`src/rtl/dbgmon_pkg.sv`:
```
package dbgmon_pkg;

  typedef enum logic [1:0] {
    INS_DREAD  = 2'd0,
    INS_DWRITE = 2'd1,
    INS_AREAD  = 2'd2,
    INS_AWRITE = 2'd3
  } insKind_e;

  // Strobes from the frame controller to the datapath
  typedef struct packed {
    logic       clrFrame;   // start pulse: clear the data accumulator
    logic       shiftBit;   // sample the data line into the shifter
    logic       latchIns;   // second instruction bit has arrived
    logic       latchLen;   // second length bit has arrived
    logic       storeByte;  // eighth bit of a byte has arrived
    logic [1:0] byteIdx;    // lane to store the byte into
    logic       emitFrame;  // end pulse: publish the frame record
    logic       emitReset;  // long low pulse: publish a reset record
  } dpStrobe_t;

endpackage

```
`src/rtl/dbgmon_datapath.sv`:
```
module dbgmon_datapath
  import dbgmon_pkg::*;
#(
  parameter int RESET_CYCLES = 5000,
  parameter int SYNC_STAGES  = 2,
  parameter int MAX_BYTES    = 4
) (
  input  logic                   clk,
  input  logic                   rstN,
  input  logic                   busClk,
  input  logic                   busDat,
  input  dpStrobe_t              strb,
  output logic                   rise,
  output logic                   longLow,
  output logic [1:0]             pairNow,
  output logic [1:0]             insVal,
  output logic [1:0]             lenVal,
  output logic                   recValid,
  output logic                   recRst,
  output logic [1:0]             recType,
  output logic [2:0]             recLen,
  output logic [MAX_BYTES*8-1:0] recData
);

  localparam int BYTE_W = 8;
  localparam int DATA_W = MAX_BYTES * BYTE_W;
  localparam int CNT_W  = $clog2(RESET_CYCLES + 2);
  localparam logic [CNT_W-1:0] LOW_SAT = CNT_W'(RESET_CYCLES + 1);

  logic [SYNC_STAGES-1:0] ckSr, dSr;
  logic syncClk, syncDat, prevClk;
  logic [CNT_W-1:0] lowCnt;
  logic [BYTE_W-1:0] shReg, shNext;
  logic [DATA_W-1:0] dataAcc;

  // Synchronizer chains; the clock line idles high
  generate
    if (SYNC_STAGES == 1) begin : gSync1
      always_ff @(posedge clk or negedge rstN) begin
        if (!rstN) begin
          ckSr <= '1;
          dSr  <= '0;
        end else begin
          ckSr <= busClk;
          dSr  <= busDat;
        end
      end
    end else begin : gSyncN
      always_ff @(posedge clk or negedge rstN) begin
        if (!rstN) begin
          ckSr <= '1;
          dSr  <= '0;
        end else begin
          ckSr <= {ckSr[SYNC_STAGES-2:0], busClk};
          dSr  <= {dSr[SYNC_STAGES-2:0], busDat};
        end
      end
    end
  endgenerate

  assign syncClk = ckSr[SYNC_STAGES-1];
  assign syncDat = dSr[SYNC_STAGES-1];

  // Edge detection and low-phase timer
  always_ff @(posedge clk or negedge rstN) begin
    if (!rstN) begin
      prevClk <= 1'b1;
      lowCnt  <= '0;
    end else begin
      prevClk <= syncClk;
      if (syncClk)
        lowCnt <= '0;
      else if (lowCnt != LOW_SAT)
        lowCnt <= lowCnt + 1'b1;
    end
  end

  assign rise    = syncClk & ~prevClk;
  assign longLow = (lowCnt == LOW_SAT);

  // LSB-first shifter: newest bit enters at the top
  assign shNext  = {syncDat, shReg[BYTE_W-1:1]};
  assign pairNow = shNext[BYTE_W-1 -: 2];

  always_ff @(posedge clk or negedge rstN) begin
    if (!rstN) begin
      shReg   <= '0;
      insVal  <= '0;
      lenVal  <= '0;
      dataAcc <= '0;
    end else begin
      if (strb.shiftBit) shReg <= shNext;
      if (strb.latchIns) insVal <= pairNow;
      if (strb.latchLen) lenVal <= pairNow;
      if (strb.clrFrame)
        dataAcc <= '0;
      else if (strb.storeByte)
        dataAcc[strb.byteIdx*BYTE_W +: BYTE_W] <= shNext;
    end
  end

  // Output record
  always_ff @(posedge clk or negedge rstN) begin
    if (!rstN) begin
      recValid <= 1'b0;
      recRst   <= 1'b0;
      recType  <= '0;
      recLen   <= '0;
      recData  <= '0;
    end else begin
      recValid <= strb.emitFrame | strb.emitReset;
      if (strb.emitReset) begin
        recRst  <= 1'b1;
        recType <= '0;
        recLen  <= '0;
        recData <= '0;
      end else if (strb.emitFrame) begin
        recRst  <= 1'b0;
        recType <= insVal;
        recLen  <= insVal[1] ? 3'd1 : ({1'b0, lenVal} + 3'd1);
        recData <= dataAcc;
      end
    end
  end

  assert_valid_pulse_R9: assert property (@(posedge clk) disable iff (!rstN)
    recValid |=> !recValid);

  assert_reset_record_R2: assert property (@(posedge clk) disable iff (!rstN)
    (recValid && recRst) |-> (recLen == 3'd0 && recData == '0 && recType == 2'd0));

  assert_len_range_R5: assert property (@(posedge clk) disable iff (!rstN)
    (recValid && !recRst) |-> (recLen >= 3'd1 && recLen <= 3'(MAX_BYTES)));

  assert_addr_len_R7: assert property (@(posedge clk) disable iff (!rstN)
    (recValid && !recRst && recType[1]) |-> (recLen == 3'd1));

  assert_upper_zero_R8: assert property (@(posedge clk) disable iff (!rstN)
    (recValid && !recRst) |-> ((recData >> {recLen, 3'b000}) == '0));

endmodule

```
`src/rtl/dbgmon_ctrl.sv`:
```
module dbgmon_ctrl
  import dbgmon_pkg::*;
#(
  parameter int MAX_BYTES = 4
) (
  input  logic      clk,
  input  logic      rstN,
  input  logic      rise,
  input  logic      longLow,
  input  logic [1:0] pairNow,
  input  logic [1:0] insVal,
  input  logic [1:0] lenVal,
  output dpStrobe_t strb
);

  localparam int BIT_W  = 3;
  localparam int IDX_W  = $clog2(MAX_BYTES);

  typedef enum logic [3:0] {
    ST_IDLE, ST_START, ST_INS, ST_LEN, ST_RWAIT,
    ST_PAY, ST_WWAIT, ST_ADDR, ST_END
  } state_e;

  state_e state, nextState;
  logic [BIT_W-1:0] bitCnt;
  logic [IDX_W-1:0] byteCnt;

  always_comb begin
    strb         = '0;
    strb.byteIdx = 2'(byteCnt);
    nextState    = state;
    if (rise) begin
      if (longLow) begin
        strb.emitReset = 1'b1;
        nextState      = ST_START;
      end else begin
        case (state)
          ST_START: begin
            strb.clrFrame = 1'b1;
            nextState     = ST_INS;
          end
          ST_INS: begin
            strb.shiftBit = 1'b1;
            if (bitCnt == 3'd1) begin
              strb.latchIns = 1'b1;
              nextState     = pairNow[1] ? ST_ADDR : ST_LEN;
            end
          end
          ST_LEN: begin
            strb.shiftBit = 1'b1;
            if (bitCnt == 3'd1) begin
              strb.latchLen = 1'b1;
              nextState = (insKind_e'(insVal) == INS_DREAD) ? ST_RWAIT : ST_PAY;
            end
          end
          ST_RWAIT: nextState = ST_PAY;
          ST_PAY: begin
            strb.shiftBit = 1'b1;
            if (bitCnt == 3'd7) begin
              strb.storeByte = 1'b1;
              if (2'(byteCnt) == lenVal)
                nextState = (insKind_e'(insVal) == INS_DWRITE) ? ST_WWAIT : ST_END;
            end
          end
          ST_WWAIT: nextState = ST_END;
          ST_ADDR: begin
            strb.shiftBit = 1'b1;
            if (bitCnt == 3'd7) begin
              strb.storeByte = 1'b1;
              nextState      = ST_END;
            end
          end
          ST_END: begin
            strb.emitFrame = 1'b1;
            nextState      = ST_START;
          end
          default: ;
        endcase
      end
    end
  end

  always_ff @(posedge clk or negedge rstN) begin
    if (!rstN) begin
      state   <= ST_IDLE;
      bitCnt  <= '0;
      byteCnt <= '0;
    end else begin
      state <= nextState;
      if (nextState != state)
        bitCnt <= '0;
      else if (strb.shiftBit)
        bitCnt <= bitCnt + 1'b1;
      if (strb.clrFrame)
        byteCnt <= '0;
      else if (strb.storeByte)
        byteCnt <= byteCnt + 1'b1;
    end
  end

  assert_shift_on_rise_R4: assert property (@(posedge clk) disable iff (!rstN)
    strb.shiftBit |-> rise);

  assert_reset_wins_R2: assert property (@(posedge clk) disable iff (!rstN)
    (rise && longLow) |=> (state == ST_START));

  assert_single_emit_R9: assert property (@(posedge clk) disable iff (!rstN)
    $onehot0({strb.emitFrame, strb.emitReset}));

  assert_idle_quiet_R1: assert property (@(posedge clk) disable iff (!rstN)
    (state == ST_IDLE) |-> !strb.emitFrame);

endmodule

```
`src/rtl/dbgbus_monitor.sv`:
```
module dbgbus_monitor
  import dbgmon_pkg::*;
#(
  parameter int SYS_CLK_MHZ = 250,
  parameter int RESET_US    = 20,
  parameter int SYNC_STAGES = 2
) (
  input  logic        clk,
  input  logic        rstN,
  input  logic        busClk,
  input  logic        busDat,
  output logic        recValid,
  output logic        recRst,
  output logic [1:0]  recType,
  output logic [2:0]  recLen,
  output logic [31:0] recData
);

  localparam int RESET_CYCLES = SYS_CLK_MHZ * RESET_US;
  localparam int MAX_BYTES    = 4;

  dpStrobe_t  strb;
  logic       rise, longLow;
  logic [1:0] pairNow, insVal, lenVal;

  dbgmon_datapath #(
    .RESET_CYCLES(RESET_CYCLES),
    .SYNC_STAGES (SYNC_STAGES),
    .MAX_BYTES   (MAX_BYTES)
  ) uDp (
    .clk     (clk),
    .rstN    (rstN),
    .busClk  (busClk),
    .busDat  (busDat),
    .strb    (strb),
    .rise    (rise),
    .longLow (longLow),
    .pairNow (pairNow),
    .insVal  (insVal),
    .lenVal  (lenVal),
    .recValid(recValid),
    .recRst  (recRst),
    .recType (recType),
    .recLen  (recLen),
    .recData (recData)
  );

  dbgmon_ctrl #(
    .MAX_BYTES(MAX_BYTES)
  ) uCtrl (
    .clk    (clk),
    .rstN   (rstN),
    .rise   (rise),
    .longLow(longLow),
    .pairNow(pairNow),
    .insVal (insVal),
    .lenVal (lenVal),
    .strb   (strb)
  );

endmodule

```
`config.mk`:
```
export PLATFORM = sky130hd
export DESIGN_NAME = dbgbus_monitor
export DESIGN_NICKNAME = d
export VERILOG_FILES = /design/src/rtl/dbgmon_pkg.sv /design/src/rtl/dbgmon_datapath.sv /design/src/rtl/dbgmon_ctrl.sv /design/src/rtl/dbgbus_monitor.sv
export SDC_FILE = /design/constraint.sdc
export NUM_CORES = 1
export LEC_CHECK = 0
export BUFFER_PORTS_ARGS = -buffer_cell sky130_fd_sc_hd__buf_2
export CAP_MARGIN = 20
export CORE_MARGIN = 2
export CORE_UTILIZATION = 43
export CTS_CLUSTER_DIAMETER = 50
export DETAILED_ROUTE_END_ITERATION = 10
export HOLD_SLACK_MARGIN = 0.15
export SKIP_CTS_REPAIR_TIMING = 1
export SYNTH_ARGS = -nofsm -noshare
export SYNTH_HDL_FRONTEND = slang
export SYNTH_SLANG_ARGS = --single-unit
```
`constraint.sdc`:
```
create_clock -name clk -period 2.5 [get_ports clk]
set_input_delay 0.375 -clock clk [delete_from_list [all_inputs] [get_ports clk]]
set_output_delay 0.375 -clock clk [all_outputs]
set_load 0.02 [all_outputs]
```
==> run_results.csv <==
group,metric,value,unit
status,status,"complete, no violations",
placement,globalplace.congestion,0.807,
logic_synthesis,syn_area_per_cell,10.7,um2
sta,clock.fmax,441,MHz
logic_synthesis,synth-main-ff-cell,"dfrtp_1",
logic_synthesis,yosysSeqAreaShare,0.560,
logic_synthesis,synth_seq_cells,109,
grt,grt_overflow,0,
floorplanning,boundaryPins,43,
sta,setup_viol,0,
worst_setup_path,critPathRequiredTime,2.72,ns
placement,place_area,5300,um2
floorplanning,placementRows,38,
placement,hpwl,7.08,mm
final_layout,final_cell_area,5610,um2
clocking,root_buffer,"clkbuf_16",
logic_synthesis,syn-num-nets,472,
placement,io_buffers,42,
clocking,clk_pin_slew,0.07,ns
worst_hold_path,hp-class,"flip-flop to flip-flop",
worst_setup_path,crit_arrival,2.49,ns
clocking,cts.sinks,109,
worst_setup_path,path_delay_family,"simple AND/OR/NAND/NOR gates",
final_layout,nets,521,
sta,rsz0062_at_grt,"false",
detailed_routing,firstDrtPassIters,4,
detailed_routing,final_antenna_net_count,0,
worst_setup_path,critical_path_class,"flip-flop to flip-flop",
final_layout,areaGrowthSynthToFinish,15.1,%
detailed_routing,route.detailed.drc,0,
logic_synthesis,synth_area,4880,um2
run,drv_cap,0,
clocking,cts_tree,"built",
worst_hold_path,whs_path_depth,0,
detailed_routing,via_count,3500,
logic_synthesis,syn_inst,456,
clocking,clock_latency,0.35,ns
grt,grt_first_pass_wirelength,17.2,mm
logic_synthesis,async_flop_share,1.00,
sta,period_share,0.907,
sta,tightest_slew,0.852,ns
floorplanning,die_area,12200,um2
sta,hold_viol,0,
logic_synthesis,synth-edff-count,0,
sta,final.min_clock_period,2.27,ns
power,ir_worst_vdd,0.000287,V
floorplanning,die_w,111,um
final_layout,drive_gt1_frac,0.178,
final_layout,antennaDiodeCount,0,
sta,hold_slack,0.350,ns
worst_setup_path,cp.depth,5,
logic_synthesis,synth_warnings,0,
final_layout,utilization,0.513,
sta,drv_slew,0,
detailed_routing,routed_wl,10.1,mm
clocking,h-tree-depth,3,
sta,setup_tns,0,ns
worst_setup_path,worstPathMaxFanout,6,
worst_setup_path,path_cells,"or4b_1 -> nor4_2 -> or4_1 -> buf_4 -> mux2_1",
detailed_routing,route.detailed.wl_per_inst,15.6,um
detailed_routing,via_per_inst,5.38,
power,power_leakage,0.00270,uW
clocking,clock_path_buffers,2,
worst_setup_path,worst-path-buf-inv,1,
floorplanning,start_util,0.446,
final_layout,final_cell_mix,"106 x dfrtp_1, 88 x nand2_1, 46 x a21oi_1",
detailed_routing,first_iter_violations,178,
floorplanning,dieHeight,111,um
power,powerDensity,566,nW/um2
grt,grt_max_degree,52,
grt,antenna_found_initial,0,
worst_setup_path,max_stage_delay,0.57,ns
sta,relSlewSlack,0.428,
logic_synthesis,ys_types,58,
grt,grt_usage,0.171,
clocking,numCtsBuffers,9,
worst_setup_path,slowest_stage,"or4b_1",
worst_setup_path,worst_setup_path_end_kind,"flip-flop",
worst_setup_path,r2r_cells,5,
sta,finalClockSkew,0.0114,ns
floorplanning,core,10900,um2
final_layout,final_common_cell,"dfrtp_1",
worst_setup_path,startpoint_type,"flip-flop",
grt,grt_pass1_vias,3514,
final_layout,fillers,1009,
==> sequential cells by signal (all words and copies together) (netlist names), 2 cells and up <==
signal,count
uDp.recLen,3
uDp.insVal,2
uCtrl.byteCnt,2
uDp.recType,2
uDp.shReg,7
uCtrl.state,4
uDp.ckSr,2
uDp.recData,32
uDp.lenVal,2
uDp.dSr,2
uDp.dataAcc,32
uCtrl.bitCnt,3
uDp.lowCnt,13
==> metal layers <==
| layer | global-route usage | vias up | part of all wire |
|---|---|---|---|
| met4 | 0.0700 | 0 | 0.015 |
| li1 | - | 1703 | - |
| met3 | 0.0225 | 10 | 0.027 |
| met2 | 0.285 | 63 | 0.49 |
| met1 | 0.225 | 1724 | 0.47 |
| met5 | 0 | - | 0 |
==> report_power, final <==
part / total, uW / internal, uW / switching [uW]
Clock: 1320 / 684 / 641
Sequential: 1780 / 1770 / 10.4
Combinational: 73.0 / 21.9 / 51.1
==> logic make-up after synthesis <==
logic type / after synthesis / share of synthesized area
AND/OR/NAND/NOR: 165 / 0.165
AO/OA/AOI/OAI: 111 / 0.159
flip-flops: 109 / 0.560
buffers and inverters: 30 / 0.0274
XOR/XNOR: 15 / 0.0269
multiplexers: 14 / 0.0315
adder cells (fa/ha/maj): 12 / 0.0308
==> path summary, 6_finish.rpt <==
check / startpoint / to / slack, ns
setup / recovery: uDp.lowCnt[2]$_DFFE_PN0P_ / uDp.shReg[6]$_DFFE_PN0P_ / 0.23
hold / removal: uDp.dSr[0]$_DFF_PN0_ / uDp.dSr[1]$_DFF_PN0_ / 0.35
min in group asynchronous: rstN / uDp.recData[22]$_DFFE_PN0P_ / 0.53
setup reg to reg: uDp.lowCnt[2]$_DFFE_PN0P_ / uDp.shReg[6]$_DFFE_PN0P_ / 0.23
hold reg to reg: uDp.dSr[0]$_DFF_PN0_ / uDp.dSr[1]$_DFF_PN0_ / 0.35
max in group asynchronous: rstN / uDp.dataAcc[11]$_DFFE_PN0P_ / 1.30
==> cell usage after synthesis, types with 4 or more instances <==
library cell	instances	share of area
a21o_1	6	0.0092
a21oi_1	46	0.047
a22o_1	32	0.057
clkbuf_1	17	0.013
dfrtp_1	106	0.54
ha_1	12	0.031
inv_1	5	0.0038
mux2_1	9	0.021
nand2_1	88	0.068
nand3_1	7	0.0072
nand3b_1	6	0.0092
nor2_1	21	0.016
nor2b_1	4	0.0051
nor3_1	8	0.0082
o21ai_0	8	0.0082
xnor2_1	5	0.0090
xor2_1	10	0.018
==> layout make-up <==
cell class	count	area, um2	share of cell area
Tap cell	140	175	0.0312
Inverter	5	18.8	0.00334
Clock inverter	6	47.5	0.00847
Sequential cell	109	2730	0.487
Timing Repair Buffer	63	390	0.0695
Clock buffer	10	229	0.0408
Multi-Input combinational cell	317	2020	0.360
==> worst reg2reg max path: stages, from the launching register on <==
cell and delay (ns):
dfrtp_1 0.42, or4b_1 0.57, nor4_2 0.44, or4_1 0.23, buf_4 0.17, mux2_1 0.33
==> through the flow <==
| stage | setup slack [ns] | power (uW) | std cells |
|---|---|---|---|
| after floorplan | 0.382 | 1830 | 456 |
| final | 0.231 | 3180 | 650 |
| after global placement | 0.312 | 1890 | 631 |
| after global routing | 0.0152 | 3290 | 650 |
| after detailed placement | 0.250 | 1890 | 631 |
| after CTS | 0.234 | 3220 | 647 |
Note: power is estimated with default switching activity, not from simulation.
